<file path="config.mk">
export PLATFORM = sky130hd
export DESIGN_NAME = uart_shared_irq
export DESIGN_NICKNAME = d
export VERILOG_FILES = /design/src/rtl/uart_shared_irq.sv
export SDC_FILE = /design/constraint.sdc
export NUM_CORES = 1
export LEC_CHECK = 0
export BUFFER_PORTS_ARGS = -buffer_cell sky130_fd_sc_hd__buf_2
export CORE_ASPECT_RATIO = 0.6
export CORE_UTILIZATION = 48
export DETAILED_ROUTE_END_ITERATION = 10
export MAX_ROUTING_LAYER = met4
export PLACE_DENSITY = 0.66
export SYNTH_ARGS = -nofsm -noshare
export SYNTH_HDL_FRONTEND = slang
export SYNTH_SLANG_ARGS = --single-unit
</file>
<file path="constraint.sdc">
create_clock -name clk -period 3.9 [get_ports clk]
set_input_delay 0.39 -clock clk [delete_from_list [all_inputs] [get_ports clk]]
set_output_delay 0.39 -clock clk [all_outputs]
set_load 0.1 [all_outputs]
</file>
<file path="src/rtl/uart_shared_irq.sv">
module uart_shared_irq #(
  parameter int OVS = 16
) (
  input  logic       clk,
  input  logic       rst_n,
  input  logic       baud_tick,
  input  logic       wr_en,
  input  logic       rd_en,
  input  logic [1:0] addr,
  input  logic [7:0] wdata,
  output logic [7:0] rdata,
  output logic       irq,
  output logic       txd,
  input  logic       rxd
);
  localparam int CW = $clog2(OVS);
  localparam logic [CW-1:0] CNT_MAX = CW'(OVS - 1);
  localparam logic [CW-1:0] CNT_MID = CW'(OVS / 2 - 1);
  localparam logic [1:0] A_MODE = 2'd0, A_DATA = 2'd1, A_FLAG = 2'd2, A_STAT = 2'd3;

  function automatic logic par_of(input logic [7:0] d, input logic odd);
    return (^d) ^ odd;
  endfunction

  logic [7:0] mode;
  wire tx_en    = mode[7];
  wire rx_en    = mode[6];
  wire par_en   = mode[2];
  wire par_odd  = mode[3];
  wire err_mask = mode[1];

  wire mode_wr = wr_en && addr == A_MODE;
  wire tx_wr   = wr_en && addr == A_DATA;
  wire flag_wr = wr_en && addr == A_FLAG;
  wire rx_rd   = rd_en && addr == A_DATA;

  always_ff @(posedge clk)
    if (!rst_n) mode <= '0;
    else if (mode_wr) mode <= wdata;

  // transmitter
  logic          tx_busy, tx_flag;
  logic [10:0]   tx_sh;
  logic [3:0]    tx_bit, tx_last;
  logic [CW-1:0] tx_cnt;

  wire tx_start = tx_wr && tx_en && !tx_busy;
  wire tx_end   = tx_busy && baud_tick && tx_cnt == CNT_MAX && tx_bit == tx_last;

  always_ff @(posedge clk)
    if (!rst_n) begin
      tx_busy <= 1'b0;
      tx_sh   <= '1;
      tx_bit  <= '0;
      tx_cnt  <= '0;
      tx_last <= 4'd9;
    end else if (tx_start) begin
      tx_busy <= 1'b1;
      tx_sh   <= par_en ? {1'b1, par_of(wdata, par_odd), wdata, 1'b0} : {2'b11, wdata, 1'b0};
      tx_bit  <= '0;
      tx_cnt  <= '0;
      tx_last <= par_en ? 4'd10 : 4'd9;
    end else if (tx_busy && baud_tick) begin
      if (tx_cnt == CNT_MAX) begin
        tx_cnt <= '0;
        tx_sh  <= {1'b1, tx_sh[10:1]};
        if (tx_bit == tx_last) tx_busy <= 1'b0;
        else tx_bit <= tx_bit + 4'd1;
      end else begin
        tx_cnt <= tx_cnt + 1'b1;
      end
    end

  assign txd = tx_busy ? tx_sh[0] : 1'b1;

  always_ff @(posedge clk)
    if (!rst_n) tx_flag <= 1'b0;
    else if (tx_end) tx_flag <= 1'b1;
    else if (flag_wr && wdata[0]) tx_flag <= 1'b0;

  // receiver
  logic [1:0]    rx_sync;
  logic          rx_act, rx_arm, rx_par_en, rx_par_odd, rx_pbit;
  logic [3:0]    rx_bit, rx_last;
  logic [CW-1:0] rx_cnt;
  logic [7:0]    rx_sh, rx_buf;
  logic          rx_full, fe, pe, oe, rx_flag;

  wire rxs    = rx_sync[1];
  wire rx_mid = rx_act && baud_tick && rx_cnt == CNT_MID;
  wire rx_cmp = rx_mid && rx_bit == rx_last;
  wire fe_now = !rxs;
  wire pe_now = rx_par_en && (rx_pbit != par_of(rx_sh, rx_par_odd));
  wire rx_err_now = fe_now || pe_now || rx_full;

  always_ff @(posedge clk)
    if (!rst_n) rx_sync <= 2'b11;
    else rx_sync <= {rx_sync[0], rxd};

  always_ff @(posedge clk)
    if (!rst_n) begin
      rx_act     <= 1'b0;
      rx_bit     <= '0;
      rx_cnt     <= '0;
      rx_last    <= 4'd9;
      rx_par_en  <= 1'b0;
      rx_par_odd <= 1'b0;
    end else if (!rx_en) begin
      rx_act <= 1'b0;
    end else if (!rx_act) begin
      if (baud_tick && !rxs && rx_arm) begin
        rx_act     <= 1'b1;
        rx_bit     <= '0;
        rx_cnt     <= '0;
        rx_par_en  <= par_en;
        rx_par_odd <= par_odd;
        rx_last    <= par_en ? 4'd10 : 4'd9;
      end
    end else if (baud_tick) begin
      if (rx_cnt == CNT_MID && (rx_bit == rx_last || (rx_bit == 4'd0 && rxs)))
        rx_act <= 1'b0;
      if (rx_cnt == CNT_MAX) begin
        rx_cnt <= '0;
        rx_bit <= rx_bit + 4'd1;
      end else begin
        rx_cnt <= rx_cnt + 1'b1;
      end
    end

  always_ff @(posedge clk)
    if (!rst_n) rx_arm <= 1'b1;
    else if (rx_cmp && !rxs) rx_arm <= 1'b0;
    else if (rxs) rx_arm <= 1'b1;

  always_ff @(posedge clk)
    if (!rst_n) begin
      rx_sh   <= '0;
      rx_pbit <= 1'b0;
    end else if (rx_mid) begin
      if (rx_bit >= 4'd1 && rx_bit <= 4'd8) rx_sh <= {rxs, rx_sh[7:1]};
      if (rx_bit == 4'd9 && rx_par_en) rx_pbit <= rxs;
    end

  always_ff @(posedge clk)
    if (!rst_n) begin
      rx_buf  <= '0;
      rx_full <= 1'b0;
      fe      <= 1'b0;
      pe      <= 1'b0;
      oe      <= 1'b0;
    end else if (rx_cmp) begin
      rx_buf  <= rx_sh;
      rx_full <= 1'b1;
      fe      <= fe_now;
      pe      <= pe_now;
      oe      <= rx_full;
    end else if (rx_rd) begin
      rx_full <= 1'b0;
      fe      <= 1'b0;
      pe      <= 1'b0;
      oe      <= 1'b0;
    end

  always_ff @(posedge clk)
    if (!rst_n) rx_flag <= 1'b0;
    else if (rx_cmp && !(rx_err_now && err_mask)) rx_flag <= 1'b1;
    else if (flag_wr && wdata[1]) rx_flag <= 1'b0;

  assign irq = tx_flag | rx_flag;

  always_comb
    case (addr)
      A_MODE:  rdata = mode;
      A_DATA:  rdata = rx_buf;
      A_FLAG:  rdata = {6'b0, rx_flag, tx_flag};
      A_STAT:  rdata = {4'b0, rx_full, oe, fe, pe};
      default: rdata = '0;
    endcase

  assert_tx_start_R2: assert property (@(posedge clk) disable iff (!rst_n)
    $rose(tx_busy) |-> $past(tx_wr && tx_en));
  assert_tx_ignore_R9: assert property (@(posedge clk) disable iff (!rst_n)
    (tx_busy && tx_wr && !baud_tick) |=> $stable(tx_sh));
  assert_rx_off_R3: assert property (@(posedge clk) disable iff (!rst_n)
    !rx_en |=> !rx_act);
  assert_rx_store_R5: assert property (@(posedge clk) disable iff (!rst_n)
    rx_cmp |=> rx_full);
  assert_rx_mask_R6: assert property (@(posedge clk) disable iff (!rst_n)
    $rose(rx_flag) |-> ($past(rx_cmp) && !($past(err_mask) && $past(rx_err_now))));
  assert_tx_sticky_R7: assert property (@(posedge clk) disable iff (!rst_n)
    $fell(tx_flag) |-> $past(flag_wr && wdata[0]));
  assert_rx_sticky_R7: assert property (@(posedge clk) disable iff (!rst_n)
    $fell(rx_flag) |-> $past(flag_wr && wdata[1]));
endmodule

</file>
# Word level (Yosys, flattened, before mapping)
# Index checks and enable logic that the tools add are counted.
[classes]
n_addsub = 4
magnitude_cmp = 2
n_eq_ne = 12
muxes = 34
n_bitwise = 6
n_reduce_logical = 52
[op_table]
columns = ["op", "count"]
rows = [
  ["$mux 11", 3],
  ["$mux 4", 8],
  ["$pmux 8 s4", 1],
  ["$logic_and 1x1->1", 24],
  ["$mux 1", 20],
  ["$add 4x1->4 const B", 4],
  ["$reduce_bool 2->1", 8],
  ["$reduce_xor 8->1", 2],
  ["$eq 4x4->1 const B", 3],
  ["$reduce_and 3->1", 4],
  ["$mux 10", 1],
  ["$eq 4x4->1", 2],
  ["$reduce_and 2->1", 4],
  ["$eq 2x2->1 const B", 2],
  ["$eq 4x3->1 const B", 1],
  ["$ge 4x1->1 const B", 1],
  ["$le 4x4->1 const B", 1],
  ["$logic_not 4->1", 1],
  ["$reduce_and 4->1", 1],
  ["$logic_not 1->1", 3],
  ["$logic_or 1x1->1", 3],
  ["$not 1->1", 3],
  ["$eq 2x1->1 const B", 1],
  ["$logic_not 2->1", 1],
  ["other kinds (7)", 8],
]
[word_totals]
reg_bits = 73
output_inout_bits = 10
elab_cells = 133

# Longest topological paths before layout
[logic_depth]
depth_word = 10
ltp_mapped = 7

# Least setup slack after synthesis
# Ideal clock, no wire load.
[synth_timing]
path_type = "input -> output"
startpoint = "input addr[0]"
endpoint = "output rdata[4]"
t_arrival_ns = 2.120
t_required_ns = 3.510
slack_ns = 1.390
stages = 3
path_cell_list = "clkbuf_1 mux2i_1 nor2_1"
[synth_between]
elab_chain_cells = 2
[synth_lines]
columns = ["element", "line", "rtl"]
rows = [
  ["from (decl)", "9", "input logic [1:0] addr,"],
  ["$eq 2x2->1 (tied with other cells)", "172", "case (addr)"],
  ["$pmux 8 s4 *", "172", ""],
  ["to (decl)", "11", "output logic [7:0] rdata,"],
]
# Every way passes the cells marked *; elsewhere a longest branch is shown, timed or not.

# Worst setup path in the final report
[layout_timing]
startpoint = "register rx_bit[0]"
endpoint = "register rx_sh[1]"
[layout_between]
elab_chain_cells = 3
[layout_lines]
columns = ["element", "line", "rtl"]
rows = [
  ["from (decl)", "84", "logic [3:0] rx_bit, rx_last;"],
  ["from (signal assigned)", "124", "rx_bit <= rx_bit + 4'd1;"],
  ["$ge 4x1->1 / $le 4x4->1 (equally long branches)", "140", "if (rx_bit >= 4'd1 && rx_bit <= 4'd8) rx_sh <= {rxs, rx_sh[7:1]};"],
  ["$logic_and 1x1->1 *", "140", ""],
  ["$reduce_and 2->1 (no line) *", "n/a", ""],
  ["to (signal assigned)", "140", ""],
  ["to (decl)", "86", "logic [7:0] rx_sh, rx_buf;"],
]
# Marked as above.
# A chain may end at the register's enable or synchronous reset.

==> impl_metrics.env <==
export IMPL_status="finished clean"
export IMPL_synth_edf_count=0
export IMPL_syn_mean_instance_area_sq_um=8.326
export IMPL_period_needed_ns=2.131
export IMPL_mostFrequentLayoutCells="nand2_1 (80), dfxtp_1 (67), a21oi_1 (34), nor2_1 (31), buf_2 (25)"
export IMPL_fp_coreArea_sq_mm=0.006193
export IMPL_dr_first_iter_drc_count=158
export IMPL_synth_top_family_by_area="simple AND/OR/NAND/NOR gates"
export IMPL_p_seq_frac=0.503
export IMPL_worstPathMaxFanout=9
export IMPL_cts_tree="built"
export IMPL_cts_sinks=67
export IMPL_ioPinCount=26
export IMPL_period_share=0.5465
export IMPL_start_util=0.5055
export IMPL_fin_area_sq_mm=0.003507
export IMPL_grt_ovfl_total=0
export IMPL_fin_setup_tns_ns=0
export IMPL_path_class="reg2reg"
export IMPL_ys_flop_type="dfxtp_1"
export IMPL_dieArea_sq_mm=0.006860
export IMPL_cp_start_kind="flop"
export IMPL_fin_skew_ns=0.009104
export IMPL_rr_startpoint="rx_bit[0]"
export IMPL_rsz0062_at_grt="false"
export IMPL_holdPathEnd="rx_sync[0]"
export IMPL_drive_gt1_frac=0.1222
export IMPL_yosys_area_share_simple=0.2646
export IMPL_place_ws_ns=1.743
export IMPL_crit_required_ns=4.11
export IMPL_muxShareOfSynthArea=0.05476
export IMPL_grt_use_total=0.2260
export IMPL_port_buffers=25
export IMPL_setup_ws_ns=1.769
export IMPL_synth_cells=376
export IMPL_clk_transition_reported_paths_ns=0.07
export IMPL_antenna_found_initial=0
export IMPL_die_y_um=64.56
export IMPL_post_cts_buffers=0
export IMPL_yosysSeqAreaShare=0.4285
export IMPL_syn_area_sq_mm=0.003131
export IMPL_setup_viol=0
export IMPL_slew_headroom=0.2995
export IMPL_cp_arrival_ns=2.34
export IMPL_nets=418
export IMPL_ff_latch_area_sq_mm=0.001341
export IMPL_whs_path_depth=2
export IMPL_crit_start="rx_bit[0]"
export IMPL_hp_start="rxd"
export IMPL_p_comb_frac=0.051
export IMPL_fillers=557
export IMPL_synth_xor_area_frac=0.08273
export IMPL_insertedDiodeCount=0
export IMPL_die_w_um=106.3
export IMPL_clk_path_buf_depth=2
export IMPL_row_count=22
export IMPL_synth_top_cells_by_area="dfxtp_1 (43%), nand2_1 (9.6%), a21oi_1 (5.4%)"
export IMPL_grt_pass1_vias=2376
export IMPL_end_kind="flop"
export IMPL_hold_class="in2reg"
export IMPL_yosysWarnings=0
export IMPL_synth_top_area_frac=0.4285
export IMPL_grt_max_degree=43
export IMPL_post_route_drc_count=0
export IMPL_ctsResizeCount=0
export IMPL_grt_pass1_wl_mm=11.69
export IMPL_async_flop_share=0
export IMPL_hold_viol_final=0
export IMPL_p_leak_nw=1.381
export IMPL_rr_worst_depth=7
export IMPL_wl_mm=6.975
export IMPL_netSwitchingPower_mw=0.3078
export IMPL_post_dp_cell_area_sq_mm=0.003298
export IMPL_p_total_mw=1.379
export IMPL_r2r_slack_ns=1.77
export IMPL_drt_wirelength_per_cell_um=14.38
export IMPL_insertion_delay_ns=0.35
export IMPL_final_common_cell="nand2_1"
export IMPL_vias=2601
export IMPL_power_density_mw_per_mm2=393.1
export IMPL_fmaxAchievable_mhz=469.2
export IMPL_multi_input_area_sq_mm=0.001700
export IMPL_synth_fa_ha_area_frac=0.02398
export IMPL_numCtsBuffers=9
export IMPL_synth_compound_area_share=0.1171
export IMPL_synth_nets=398
export IMPL_drt_pass1_iterations=4
export IMPL_root_buffer="clkbuf_8"
export IMPL_p_int_mw=1.071
export IMPL_dp_hpwl_mm=4.909
export IMPL_drtAntennaViolNets=0
export IMPL_switching_share=0.2233
export IMPL_area_growth_pct=12.03
export IMPL_rr_endpoint="rx_sh[1]"
export IMPL_maxSlewViolCount=0
export IMPL_ys_types=43
export IMPL_ir_drop_uv=182.9
export IMPL_gp_congestion=0.7600
export IMPL_viasPerCell=5.363
export IMPL_ys_ff_latch=67
export IMPL_htree_num_levels=3
export IMPL_synth_top_area_cell="dfxtp_1"
export IMPL_clock_power_share=0.447
export IMPL_drv_cap=0
export IMPL_worst_pin_slew_ns=1.047
export IMPL_hold_buffers=0
layout make-up:
class / instances / share of cell area
multi-input combinational: 288 / 0.4848
sequential: 67 / 0.3824
timing repair buffer: 27 / 0.03996
clock inverter: 5 / 0.02212
tap: 84 / 0.02997
inverter: 3 / 0.003211
clock buffer: 11 / 0.03746
power by group through the flow:
stage | logic, mW | registers, mW | clock network (mW)
after floorplan | 0.0484 | 0.706 | 0
after global placement | 0.0695 | 0.709 | 0
after detailed placement | 0.0693 | 0.709 | 0
after CTS | 0.0695 | 0.693 | 0.628
after global routing | 0.0756 | 0.693 | 0.667
final | 0.0698 | 0.693 | 0.616
flip-flops by register name, indices dropped and copies added (netlist names), 2 cells and up:
| signal | count |
|---|---|
| rx_buf | 8 |
| tx_bit | 4 |
| rx_sync | 2 |
| mode | 8 |
| rx_cnt | 4 |
| rx_bit | 4 |
| tx_cnt | 4 |
| tx_sh | 10 |
| tx_last | 2 |
| rx_sh | 8 |
how the worst max path moves through the flow:
stage                           end  slack (ns)  depth (start not counted)
after floorplan            rdata[4]        1.39                          3
after global placement    tx_cnt[0]        1.79                          5
after detailed placement  tx_cnt[0]        1.74                          5
after CTS                  rx_sh[1]        1.77                          7
after global routing       rx_sh[4]        1.52                          7
final                      rx_sh[1]        1.77                          7
Yosys cell counts (all sizes together) (3+ instances only):
library cell / number
nor2: 31
nor2b: 6
nand4: 5
nand3: 15
nor3: 6
o21ai: 18
a21oi: 34
nand2b: 3
xor2: 11
mux2i: 10
buf: 8
ha: 6
xnor2: 16
and2: 4
clkbuf: 10
and3: 9
nand2: 80
nand4b: 4
a22oi: 3
dfxtp: 67
per-stage QoR:
| step | cells | hold WS [ns] | util |
|---|---|---|---|
| final | 485 | 0.2290 | 0.5663 |
| after global routing | 485 | 0.2097 | 0.5663 |
| after CTS | 485 | 0.2176 | 0.5663 |
| after detailed placement | 469 | 0.4025 | 0.5325 |
| after global placement | 469 | 0.4003 | 0.5325 |
| after floorplan | 376 | 0.3863 | - |
per-layer routing:
metal  up-vias  share of wire  track usage
met2        65           0.40       0.2963
li1       1330              -            -
met1      1204           0.54       0.3275
met5         -              0            -
met4         0         0.0020      0.06250
met3         2          0.062      0.07042
kinds of logic after synthesis:
logic type,Yosys count
buffers and inverters,21
AND/OR/NAND/NOR,175
adder cells (fa/ha/maj),6
XOR/XNOR,28
multiplexers,14
flip-flops,67
AO/OA/AOI/OAI,65
worst max-delay path, stage by stage (launching register included):
cell	delay [ns]
dfxtp_1	0.46
inv_1	0.12
ha_1	0.24
nor2b_1	0.16
mux2i_2	0.47
nand2_1	0.33
nand2_1	0.14
a21oi_1	0.07
No activity file was read; power rests on OpenSTA's default activity.
